<file path="config.mk">
export PLATFORM = sky130hd
export DESIGN_NAME = rdbuf_prefetch
export DESIGN_NICKNAME = d
export VERILOG_FILES = /design/src/rtl/rdbuf_pkg.sv /design/src/rtl/rdbuf_store.sv /design/src/rtl/rdbuf_ctrl.sv /design/src/rtl/rdbuf_prefetch.sv
export SDC_FILE = /design/constraint.sdc
export NUM_CORES = 1
export LEC_CHECK = 0
export BUFFER_PORTS_ARGS = -buffer_cell sky130_fd_sc_hd__buf_2
export CAP_MARGIN = 15
export CORE_MARGIN = 2
export CORE_UTILIZATION = 60
export CTS_CLUSTER_DIAMETER = 40
export CTS_CLUSTER_SIZE = 28
export DETAILED_ROUTE_END_ITERATION = 16
export PLACE_DENSITY_LB_ADDON = 0.05
export SLEW_MARGIN = 20
export SYNTH_ARGS = -nofsm -noshare
export SYNTH_HDL_FRONTEND = slang
export SYNTH_HIERARCHICAL = 1
export SYNTH_SLANG_ARGS = --single-unit
</file>
<file path="constraint.sdc">
create_clock -name clk -period 6.15 [get_ports clk]
set_clock_uncertainty 0.15 [all_clocks]
set_input_delay 0.3075 -clock clk [delete_from_list [all_inputs] [get_ports clk]]
set_output_delay 0.3075 -clock clk [all_outputs]
set_load 0.02 [all_outputs]
</file>
<file path="src/rtl/rdbuf_pkg.sv">
package rdbuf_pkg;
  typedef enum logic [2:0] {
    RB_IDLE  = 3'd0,
    RB_DREQ  = 3'd1,
    RB_DFILL = 3'd2,
    RB_PREQ  = 3'd3,
    RB_PFILL = 3'd4
  } rb_state_e;

  // round-robin step over n entries
  function automatic int unsigned rr_next(input int unsigned idx, input int unsigned n);
    return (idx + 1 >= n) ? 0 : idx + 1;
  endfunction
endpackage

</file>
<file path="src/rtl/rdbuf_store.sv">
module rdbuf_store #(
  parameter int AW      = 16,
  parameter int DW      = 32,
  parameter int LINE_DW = 4,
  parameter int NENT    = 2,
  localparam int OFFS_W = $clog2(LINE_DW),
  localparam int LINE_W = AW - OFFS_W,
  localparam int EIDX_W = (NENT > 1) ? $clog2(NENT) : 1
) (
  input  logic              clk,
  input  logic              rst_n,
  // master lookup
  input  logic [LINE_W-1:0] lk_line,
  input  logic [OFFS_W-1:0] lk_offs,
  output logic              lk_hit,
  output logic [DW-1:0]     lk_data,
  output logic              lk_own,
  output logic [EIDX_W-1:0] lk_own_idx,
  // next-line presence
  input  logic [LINE_W-1:0] pf_line,
  output logic              pf_present,
  // entry allocation
  input  logic              alloc_en,
  input  logic [EIDX_W-1:0] alloc_idx,
  input  logic [LINE_W-1:0] alloc_line,
  input  logic              alloc_keep,
  // fill write
  input  logic              wr_en,
  input  logic [EIDX_W-1:0] wr_idx,
  input  logic [OFFS_W-1:0] wr_offs,
  input  logic [DW-1:0]     wr_data,
  // snoop invalidation
  input  logic              snp_en,
  input  logic [LINE_W-1:0] snp_line
);
  logic [LINE_W-1:0]  tag_q [NENT];
  logic [LINE_DW-1:0] vld_q [NENT];
  logic [DW-1:0]      dat_q [NENT][LINE_DW];
  logic [NENT-1:0]    own_vec;
  logic [NENT-1:0]    hit_vec;
  logic [NENT-1:0]    pf_vec;

  for (genvar j = 0; j < NENT; j++) begin : g_ent
    logic [LINE_W-1:0]  tag_n;
    logic [LINE_DW-1:0] vld_n;
    logic               alloc_me;
    logic               wr_me;

    assign alloc_me = alloc_en && (alloc_idx == EIDX_W'(j));
    assign wr_me    = wr_en && (wr_idx == EIDX_W'(j));

    always_comb begin
      tag_n = tag_q[j];
      vld_n = vld_q[j];
      if (alloc_me) begin
        tag_n = alloc_line;
        if (!alloc_keep) vld_n = '0;
      end
      if (wr_me) vld_n[wr_offs] = 1'b1;
      // a snooped write wins over a fill beat in the same cycle
      if (snp_en && (tag_n == snp_line)) vld_n = '0;
    end

    always_ff @(posedge clk or negedge rst_n) begin
      if (!rst_n) begin
        tag_q[j] <= '0;
        vld_q[j] <= '0;
      end else begin
        tag_q[j] <= tag_n;
        vld_q[j] <= vld_n;
      end
    end

    always_ff @(posedge clk) begin
      if (wr_me) dat_q[j][wr_offs] <= wr_data;
    end

    assign own_vec[j] = (tag_q[j] == lk_line) && (|vld_q[j]);
    assign hit_vec[j] = (tag_q[j] == lk_line) && vld_q[j][lk_offs];
    assign pf_vec[j]  = (tag_q[j] == pf_line) && (|vld_q[j]);

    // a matching snoop leaves the entry empty on the next cycle
    p_snoop_clear_r9: assert property (@(posedge clk) disable iff (!rst_n)
      (snp_en && (tag_q[j] == snp_line)) |=> (vld_q[j] == '0));
  end

  always_comb begin
    lk_data    = '0;
    lk_own_idx = '0;
    for (int j = 0; j < NENT; j++) begin
      if (hit_vec[j]) lk_data = dat_q[j][lk_offs];
      if (own_vec[j]) lk_own_idx = EIDX_W'(j);
    end
  end

  assign lk_hit     = |hit_vec;
  assign lk_own     = |own_vec;
  assign pf_present = |pf_vec;

  // one line never sits in two entries
  p_unique_line_r13: assert property (@(posedge clk) disable iff (!rst_n)
    $onehot0(own_vec));
endmodule

</file>
<file path="src/rtl/rdbuf_ctrl.sv">
module rdbuf_ctrl
  import rdbuf_pkg::*;
#(
  parameter int AW      = 16,
  parameter int DW      = 32,
  parameter int LINE_DW = 4,
  parameter int NENT    = 2,
  localparam int OFFS_W = $clog2(LINE_DW),
  localparam int LINE_W = AW - OFFS_W,
  localparam int EIDX_W = (NENT > 1) ? $clog2(NENT) : 1
) (
  input  logic              clk,
  input  logic              rst_n,
  input  logic              ra_en,
  input  logic              rd_req,
  input  logic [AW-1:0]     rd_addr,
  input  logic              rd_burst,
  output logic              rd_ack,
  input  logic              snp_we,
  input  logic [AW-1:0]     snp_addr,
  output logic              mem_req,
  output logic [LINE_W-1:0] mem_line,
  output logic [OFFS_W-1:0] mem_offs,
  input  logic              mem_gnt,
  input  logic              mem_dvalid,
  // store side
  output logic [LINE_W-1:0] lk_line,
  output logic [OFFS_W-1:0] lk_offs,
  input  logic              lk_hit,
  input  logic              lk_own,
  input  logic [EIDX_W-1:0] lk_own_idx,
  output logic [LINE_W-1:0] pf_line,
  input  logic              pf_present,
  output logic              alloc_en,
  output logic [EIDX_W-1:0] alloc_idx,
  output logic [LINE_W-1:0] alloc_line,
  output logic              alloc_keep,
  output logic              wr_en,
  output logic [EIDX_W-1:0] wr_idx,
  output logic [OFFS_W-1:0] wr_offs,
  output logic              snp_en,
  output logic [LINE_W-1:0] snp_line
);
  function automatic logic [LINE_W-1:0] line_of(input logic [AW-1:0] a);
    return a[AW-1:OFFS_W];
  endfunction

  function automatic logic [OFFS_W-1:0] offs_of(input logic [AW-1:0] a);
    return a[OFFS_W-1:0];
  endfunction

  function automatic logic [EIDX_W-1:0] step(input logic [EIDX_W-1:0] i);
    return EIDX_W'(rr_next(int'(i), NENT));
  endfunction

  rb_state_e         st_q;
  logic              ra_q;
  logic              pf_arm_q;
  logic              drop_q;
  logic [EIDX_W-1:0] fill_idx_q;
  logic [EIDX_W-1:0] vic_q;
  logic [LINE_W-1:0] fill_line_q;
  logic [OFFS_W-1:0] cnt_q;

  // named internal events
  logic              in_fill;
  logic              miss_go;
  logic              last_beat;
  logic              pf_go;
  logic              snp_hits_fill;
  logic [EIDX_W-1:0] vic_alt;

  assign lk_line  = line_of(rd_addr);
  assign lk_offs  = offs_of(rd_addr);
  assign snp_en   = snp_we;
  assign snp_line = line_of(snp_addr);
  assign pf_line  = LINE_W'(fill_line_q + 1'b1);

  assign in_fill       = (st_q == RB_DFILL) || (st_q == RB_PFILL);
  assign miss_go       = (st_q == RB_IDLE) && rd_req && !lk_hit;
  assign last_beat     = in_fill && mem_dvalid && (cnt_q == OFFS_W'(LINE_DW - 1));
  assign pf_go         = (st_q == RB_DFILL) && last_beat && pf_arm_q && !pf_present;
  assign snp_hits_fill = snp_we && (snp_line == fill_line_q);
  assign vic_alt       = (vic_q == fill_idx_q) ? step(vic_q) : vic_q;

  assign rd_ack   = rd_req && lk_hit;
  assign mem_req  = (st_q == RB_DREQ) || (st_q == RB_PREQ);
  assign mem_line = fill_line_q;
  assign mem_offs = cnt_q;

  assign wr_en   = in_fill && mem_dvalid && !drop_q;
  assign wr_idx  = fill_idx_q;
  assign wr_offs = cnt_q;

  always_comb begin
    alloc_en   = 1'b0;
    alloc_idx  = vic_q;
    alloc_line = lk_line;
    alloc_keep = 1'b0;
    if (miss_go) begin
      alloc_en   = 1'b1;
      alloc_idx  = lk_own ? lk_own_idx : vic_q;
      alloc_keep = lk_own;
    end else if (pf_go) begin
      alloc_en   = 1'b1;
      alloc_idx  = vic_alt;
      alloc_line = pf_line;
    end
  end

  always_ff @(posedge clk or negedge rst_n) begin
    if (!rst_n) begin
      st_q        <= RB_IDLE;
      ra_q        <= 1'b0;
      pf_arm_q    <= 1'b0;
      drop_q      <= 1'b0;
      fill_idx_q  <= '0;
      vic_q       <= '0;
      fill_line_q <= '0;
      cnt_q       <= '0;
    end else begin
      ra_q <= ra_en;
      unique case (st_q)
        RB_IDLE: begin
          if (miss_go) begin
            st_q        <= RB_DREQ;
            fill_idx_q  <= alloc_idx;
            fill_line_q <= lk_line;
            cnt_q       <= rd_burst ? '0 : lk_offs;
            pf_arm_q    <= ra_q && rd_burst;
            drop_q      <= snp_we && (snp_line == lk_line);
            if (!lk_own) vic_q <= step(vic_q);
          end
        end
        RB_DREQ, RB_PREQ: begin
          if (snp_hits_fill) drop_q <= 1'b1;
          if (mem_gnt) st_q <= (st_q == RB_DREQ) ? RB_DFILL : RB_PFILL;
        end
        RB_DFILL, RB_PFILL: begin
          if (snp_hits_fill) drop_q <= 1'b1;
          if (mem_dvalid) cnt_q <= cnt_q + 1'b1;
          if (last_beat) begin
            if (pf_go) begin
              st_q        <= RB_PREQ;
              fill_idx_q  <= vic_alt;
              fill_line_q <= pf_line;
              cnt_q       <= '0;
              drop_q      <= snp_we && (snp_line == pf_line);
              vic_q       <= step(vic_alt);
            end else begin
              st_q <= RB_IDLE;
            end
          end
        end
        default: st_q <= RB_IDLE;
      endcase
    end
  end

  // an ungranted request keeps its line and offset
  p_req_hold_r12: assert property (@(posedge clk) disable iff (!rst_n)
    (mem_req && !mem_gnt) |=> (mem_req && $stable(mem_line) && $stable(mem_offs)));

  // a hit taken while idle starts no fill
  p_hit_quiet_r2: assert property (@(posedge clk) disable iff (!rst_n)
    ((st_q == RB_IDLE) && rd_req && lk_hit) |=> !mem_req);

  // the prefetch asks for the line right after the demand line
  p_pf_next_r5: assert property (@(posedge clk) disable iff (!rst_n)
    ((st_q == RB_PREQ) && ($past(st_q) == RB_DFILL)) |->
      (mem_line == LINE_W'($past(mem_line) + 1'b1)) && (mem_offs == '0));

  // a prefetch phase only exists behind an armed burst miss
  p_pf_armed_r6: assert property (@(posedge clk) disable iff (!rst_n)
    (st_q == RB_PREQ) |-> pf_arm_q);
endmodule

</file>
<file path="src/rtl/rdbuf_prefetch.sv">
module rdbuf_prefetch #(
  parameter int AW      = 16,
  parameter int DW      = 32,
  parameter int LINE_DW = 4,
  parameter int NENT    = 2,
  localparam int OFFS_W = $clog2(LINE_DW),
  localparam int LINE_W = AW - OFFS_W,
  localparam int EIDX_W = (NENT > 1) ? $clog2(NENT) : 1
) (
  input  logic              clk,
  input  logic              rst_n,
  input  logic              ra_en,
  input  logic              rd_req,
  input  logic [AW-1:0]     rd_addr,
  input  logic              rd_burst,
  output logic              rd_ack,
  output logic [DW-1:0]     rd_data,
  output logic              mem_req,
  output logic [LINE_W-1:0] mem_line,
  output logic [OFFS_W-1:0] mem_offs,
  input  logic              mem_gnt,
  input  logic              mem_dvalid,
  input  logic [DW-1:0]     mem_data,
  input  logic              snp_we,
  input  logic [AW-1:0]     snp_addr
);
  logic [LINE_W-1:0] lk_line;
  logic [OFFS_W-1:0] lk_offs;
  logic              lk_hit;
  logic              lk_own;
  logic [EIDX_W-1:0] lk_own_idx;
  logic [LINE_W-1:0] pf_line;
  logic              pf_present;
  logic              alloc_en;
  logic [EIDX_W-1:0] alloc_idx;
  logic [LINE_W-1:0] alloc_line;
  logic              alloc_keep;
  logic              wr_en;
  logic [EIDX_W-1:0] wr_idx;
  logic [OFFS_W-1:0] wr_offs;
  logic              snp_en;
  logic [LINE_W-1:0] snp_line;

  rdbuf_ctrl #(.AW(AW), .DW(DW), .LINE_DW(LINE_DW), .NENT(NENT)) u_ctrl (
    .clk        (clk),
    .rst_n      (rst_n),
    .ra_en      (ra_en),
    .rd_req     (rd_req),
    .rd_addr    (rd_addr),
    .rd_burst   (rd_burst),
    .rd_ack     (rd_ack),
    .snp_we     (snp_we),
    .snp_addr   (snp_addr),
    .mem_req    (mem_req),
    .mem_line   (mem_line),
    .mem_offs   (mem_offs),
    .mem_gnt    (mem_gnt),
    .mem_dvalid (mem_dvalid),
    .lk_line    (lk_line),
    .lk_offs    (lk_offs),
    .lk_hit     (lk_hit),
    .lk_own     (lk_own),
    .lk_own_idx (lk_own_idx),
    .pf_line    (pf_line),
    .pf_present (pf_present),
    .alloc_en   (alloc_en),
    .alloc_idx  (alloc_idx),
    .alloc_line (alloc_line),
    .alloc_keep (alloc_keep),
    .wr_en      (wr_en),
    .wr_idx     (wr_idx),
    .wr_offs    (wr_offs),
    .snp_en     (snp_en),
    .snp_line   (snp_line)
  );

  rdbuf_store #(.AW(AW), .DW(DW), .LINE_DW(LINE_DW), .NENT(NENT)) u_store (
    .clk        (clk),
    .rst_n      (rst_n),
    .lk_line    (lk_line),
    .lk_offs    (lk_offs),
    .lk_hit     (lk_hit),
    .lk_data    (rd_data),
    .lk_own     (lk_own),
    .lk_own_idx (lk_own_idx),
    .pf_line    (pf_line),
    .pf_present (pf_present),
    .alloc_en   (alloc_en),
    .alloc_idx  (alloc_idx),
    .alloc_line (alloc_line),
    .alloc_keep (alloc_keep),
    .wr_en      (wr_en),
    .wr_idx     (wr_idx),
    .wr_offs    (wr_offs),
    .wr_data    (mem_data),
    .snp_en     (snp_en),
    .snp_line   (snp_line)
  );
endmodule

</file>
==> out/qor.txt <==
post-synthesis cell count - 1,084
setup bufs post-CTS - 0
Slew @ Worst Pin - 850 ps
Nets - 1,299
Worst Hold Class - input pin to register
highest clock rate - 177 MHz
placer congestion estimate - 0.952
Final Hold Viols - 0
gr ovfl total - 0
register area share after synthesis - 60.6%
ANT nets after route - 0
PwrDens - 406 nW/um^2
vias in the first global route - 9,640
CTS clk-pin slew, worst paths - 40 ps
DRC viols - 0
P_leak - 6.77 nW
Syn Nets - 1,158
CORE AREA - 25,000 um^2
routed vias - 9,512
die span in y - 163 um
Post-synth ARST share - 19.0%
Worst setup EP type - register
CTS Sinks - 316
dpl hpwl - 22.6 mm
maxcap violations - 0
CTS max path bufs - 3
layout cells sized above 1 - 26.2%
CTS resizes - 0
outcome - complete, no violations
Final Non-Filler Cells - 1,590
slew margin rel. - 43.3%
vias per std cell - 5.98
most frequently used flop master after synthesis - edfxtp_1
Starting Density - 60.7%
IO Pins - 122
Mapped Area - 15,200 um^2
commonest non-fill, non-tap cells in the layout - 256 x edfxtp_1, 118 x buf_2, 102 x inv_1, 67 x nand2_1, 66 x mux4_2
Slew Limit Fails - 0
# setup viols final - 0
Clock Latency Late Sink - 530 ps
H-Tree Level Count - 2
EDFF count, synth - 256
clock root buffer - clkbuf_16
CP max FO - 20
synth warn - 6
first-pass GRT wire length - 56.2 mm
# rows - 58
syn avg cell area - 14.0 um^2
Die X - 163 um
CTS tree - done
initial antenna violation count - 2
WP data required - 6350 ps
Routed WL per cell - 22.9 um
worst setup margin - 494 ps
GRT Overall Usage - 28.4%
DR pass1 iterations - 5
commonest non-fill, non-tap cell in the layout - edfxtp_1
Yosys cell types - 76
largest net degree at the start of global routing - 61
setup TNS - 0 ps
Crit Path Class - register to register
RSZ-0062 raised after global routing - no
crit path time final - 5660 ps
fill count - 1,718
DRT iter0 DRCs - 839
crit path DAT - 5860 ps
TritonCTS Buffers - 42
VDD IR max - 0.306 mV
#FFs+latches synth - 316
PortBufs - 119
pre-CTS WS - 578 ps
die footprint - 26,600 um^2
cell total after placement - 1,474
period utilisation layout - 92.0%
final wirelength - 36.3 mm
FF+latch area - 9190 um^2
Area Growth Syn to Fin - 16.9%
startpoint types - register
WHS - 76.6 ps
area occupied by multi-input gates - 5130 um^2
kinds of logic after synthesis:
family	after synthesis	synth area share, %
DFF	316	60.6
and+or+nand+nor	219	7.80
buffers and inverters	187	6.04
AOI/OAI and AO/OA	152	6.73
xor gates and xnor gates	119	7.16
muxes	89	11.5
adders and majority gates	2	0.165
final cells by class:
type / count / area share [%]
clock buffers: 51 / 6.41
repair buffers: 182 / 6.56
inverters: 102 / 2.16
well taps: 330 / 2.33
diodes: 2 / 0.0282
clock inverters: 26 / 1.73
multi-input cells: 581 / 29.0
flip-flops and latches: 316 / 51.8
sequential cells by signal (all words and copies together), names as in the netlist, 2 cells and up:
name	flops
u_store/dat_q	256
u_store/tag_q	28
u_ctrl/mem_line	14
u_store/vld_q	8
u_ctrl/st_q	3
u_ctrl/mem_offs	2
final timing paths:
kind / endpoint / slack [ps] / startpoint / cells after the start
max in group asynchronous: u_ctrl/mem_line[6]$_DFFE_PN0P_ / 4910 / rst_n / 3
max reg2reg: u_store/vld_q[3]$_DFF_PN0_ / 490 / u_ctrl/mem_line[2]$_DFFE_PN0P_ / 17
min reg2reg: u_ctrl/pf_arm_q$_DFFE_PN0P_ / 360 / u_ctrl/ra_q$_DFF_PN0_ / 2
max: u_store/vld_q[3]$_DFF_PN0_ / 490 / u_ctrl/mem_line[2]$_DFFE_PN0P_ / 17
min in group asynchronous: u_ctrl/mem_line[10]$_DFFE_PN0P_ / 370 / rst_n / 3
min: u_ctrl/mem_line[3]$_DFFE_PN0P_ / 80 / rd_addr[5] / 3
synth_stat cells, types with 5 or more instances:
cell type / n / area share, %
and3_1: 5 / 0.21
inv_1: 102 / 2.5
nor2_1: 40 / 0.99
a31oi_1: 8 / 0.33
dfrtp_1: 60 / 9.9
buf_4: 35 / 1.7
nand2_1: 67 / 1.7
nor4_1: 19 / 0.78
nand4_1: 16 / 0.66
edfxtp_1: 256 / 51
xor2_1: 51 / 2.9
nor3_1: 10 / 0.33
mux4_2: 66 / 9.8
o22ai_1: 38 / 1.6
mux2_2: 13 / 0.97
nor2b_1: 11 / 0.45
nand2b_1: 8 / 0.33
o22a_1: 5 / 0.29
nand3_1: 17 / 0.56
clkbuf_1: 16 / 0.40
buf_6: 7 / 0.52
mux2i_1: 8 / 0.53
xnor2_1: 65 / 3.8
a21oi_1: 44 / 1.5
buf_2: 22 / 0.73
o21ai_0: 19 / 0.63
critical path, cell delays in order, from the launching register on:
cell and delay, ps:
dfrtp_1 510, nand4_1 290, nor3_4 300, nand3_1 230, xnor2_1 480, xor2_1 130, nor4_1 410, nand4_1 150
o41ai_1 420, buf_4 190, or4b_2 130, mux2i_1 420, buf_4 220, and2_4 310, mux2_2 400, xnor2_1 140
nor4b_2 460, a21oi_1 140
per-layer routing:
metal	global-route usage, %	vias up	routed length [um]
met5	0	-	0
met2	47.1	426	18200
met3	4.41	68	2420
met1	39.2	4724	14800
li1	-	4294	-
met4	8.81	0	896
per-stage QoR:
stage	util (%)	cell area (um^2)	total power, mW
2_1_floorplan	-	15200	4.21
3_3_place_gp	63.7	15900	4.67
3_5_place_dp	63.7	15900	4.70
4_1_cts	71.0	17700	7.21
5_1_grt	71.0	17700	7.51
6_report	71.0	17700	7.19
power breakdown:
| part | switching (mW) | internal, mW | total (mW) |
|---|---|---|---|
| clock network | 0.951 | 1.52 | 2.47 |
| registers | 0.353 | 2.58 | 2.93 |
| logic | 1.03 | 0.768 | 1.79 |
| total | 2.33 | 4.86 | 7.19 |
repair_timing:
item                                    in CTS  in global routing
endpoints found under the hold margin      322                  0
hold buffers                                37                  0
endpoints found under the setup margin       0                  0
Power figures use the tool's default switching activity.
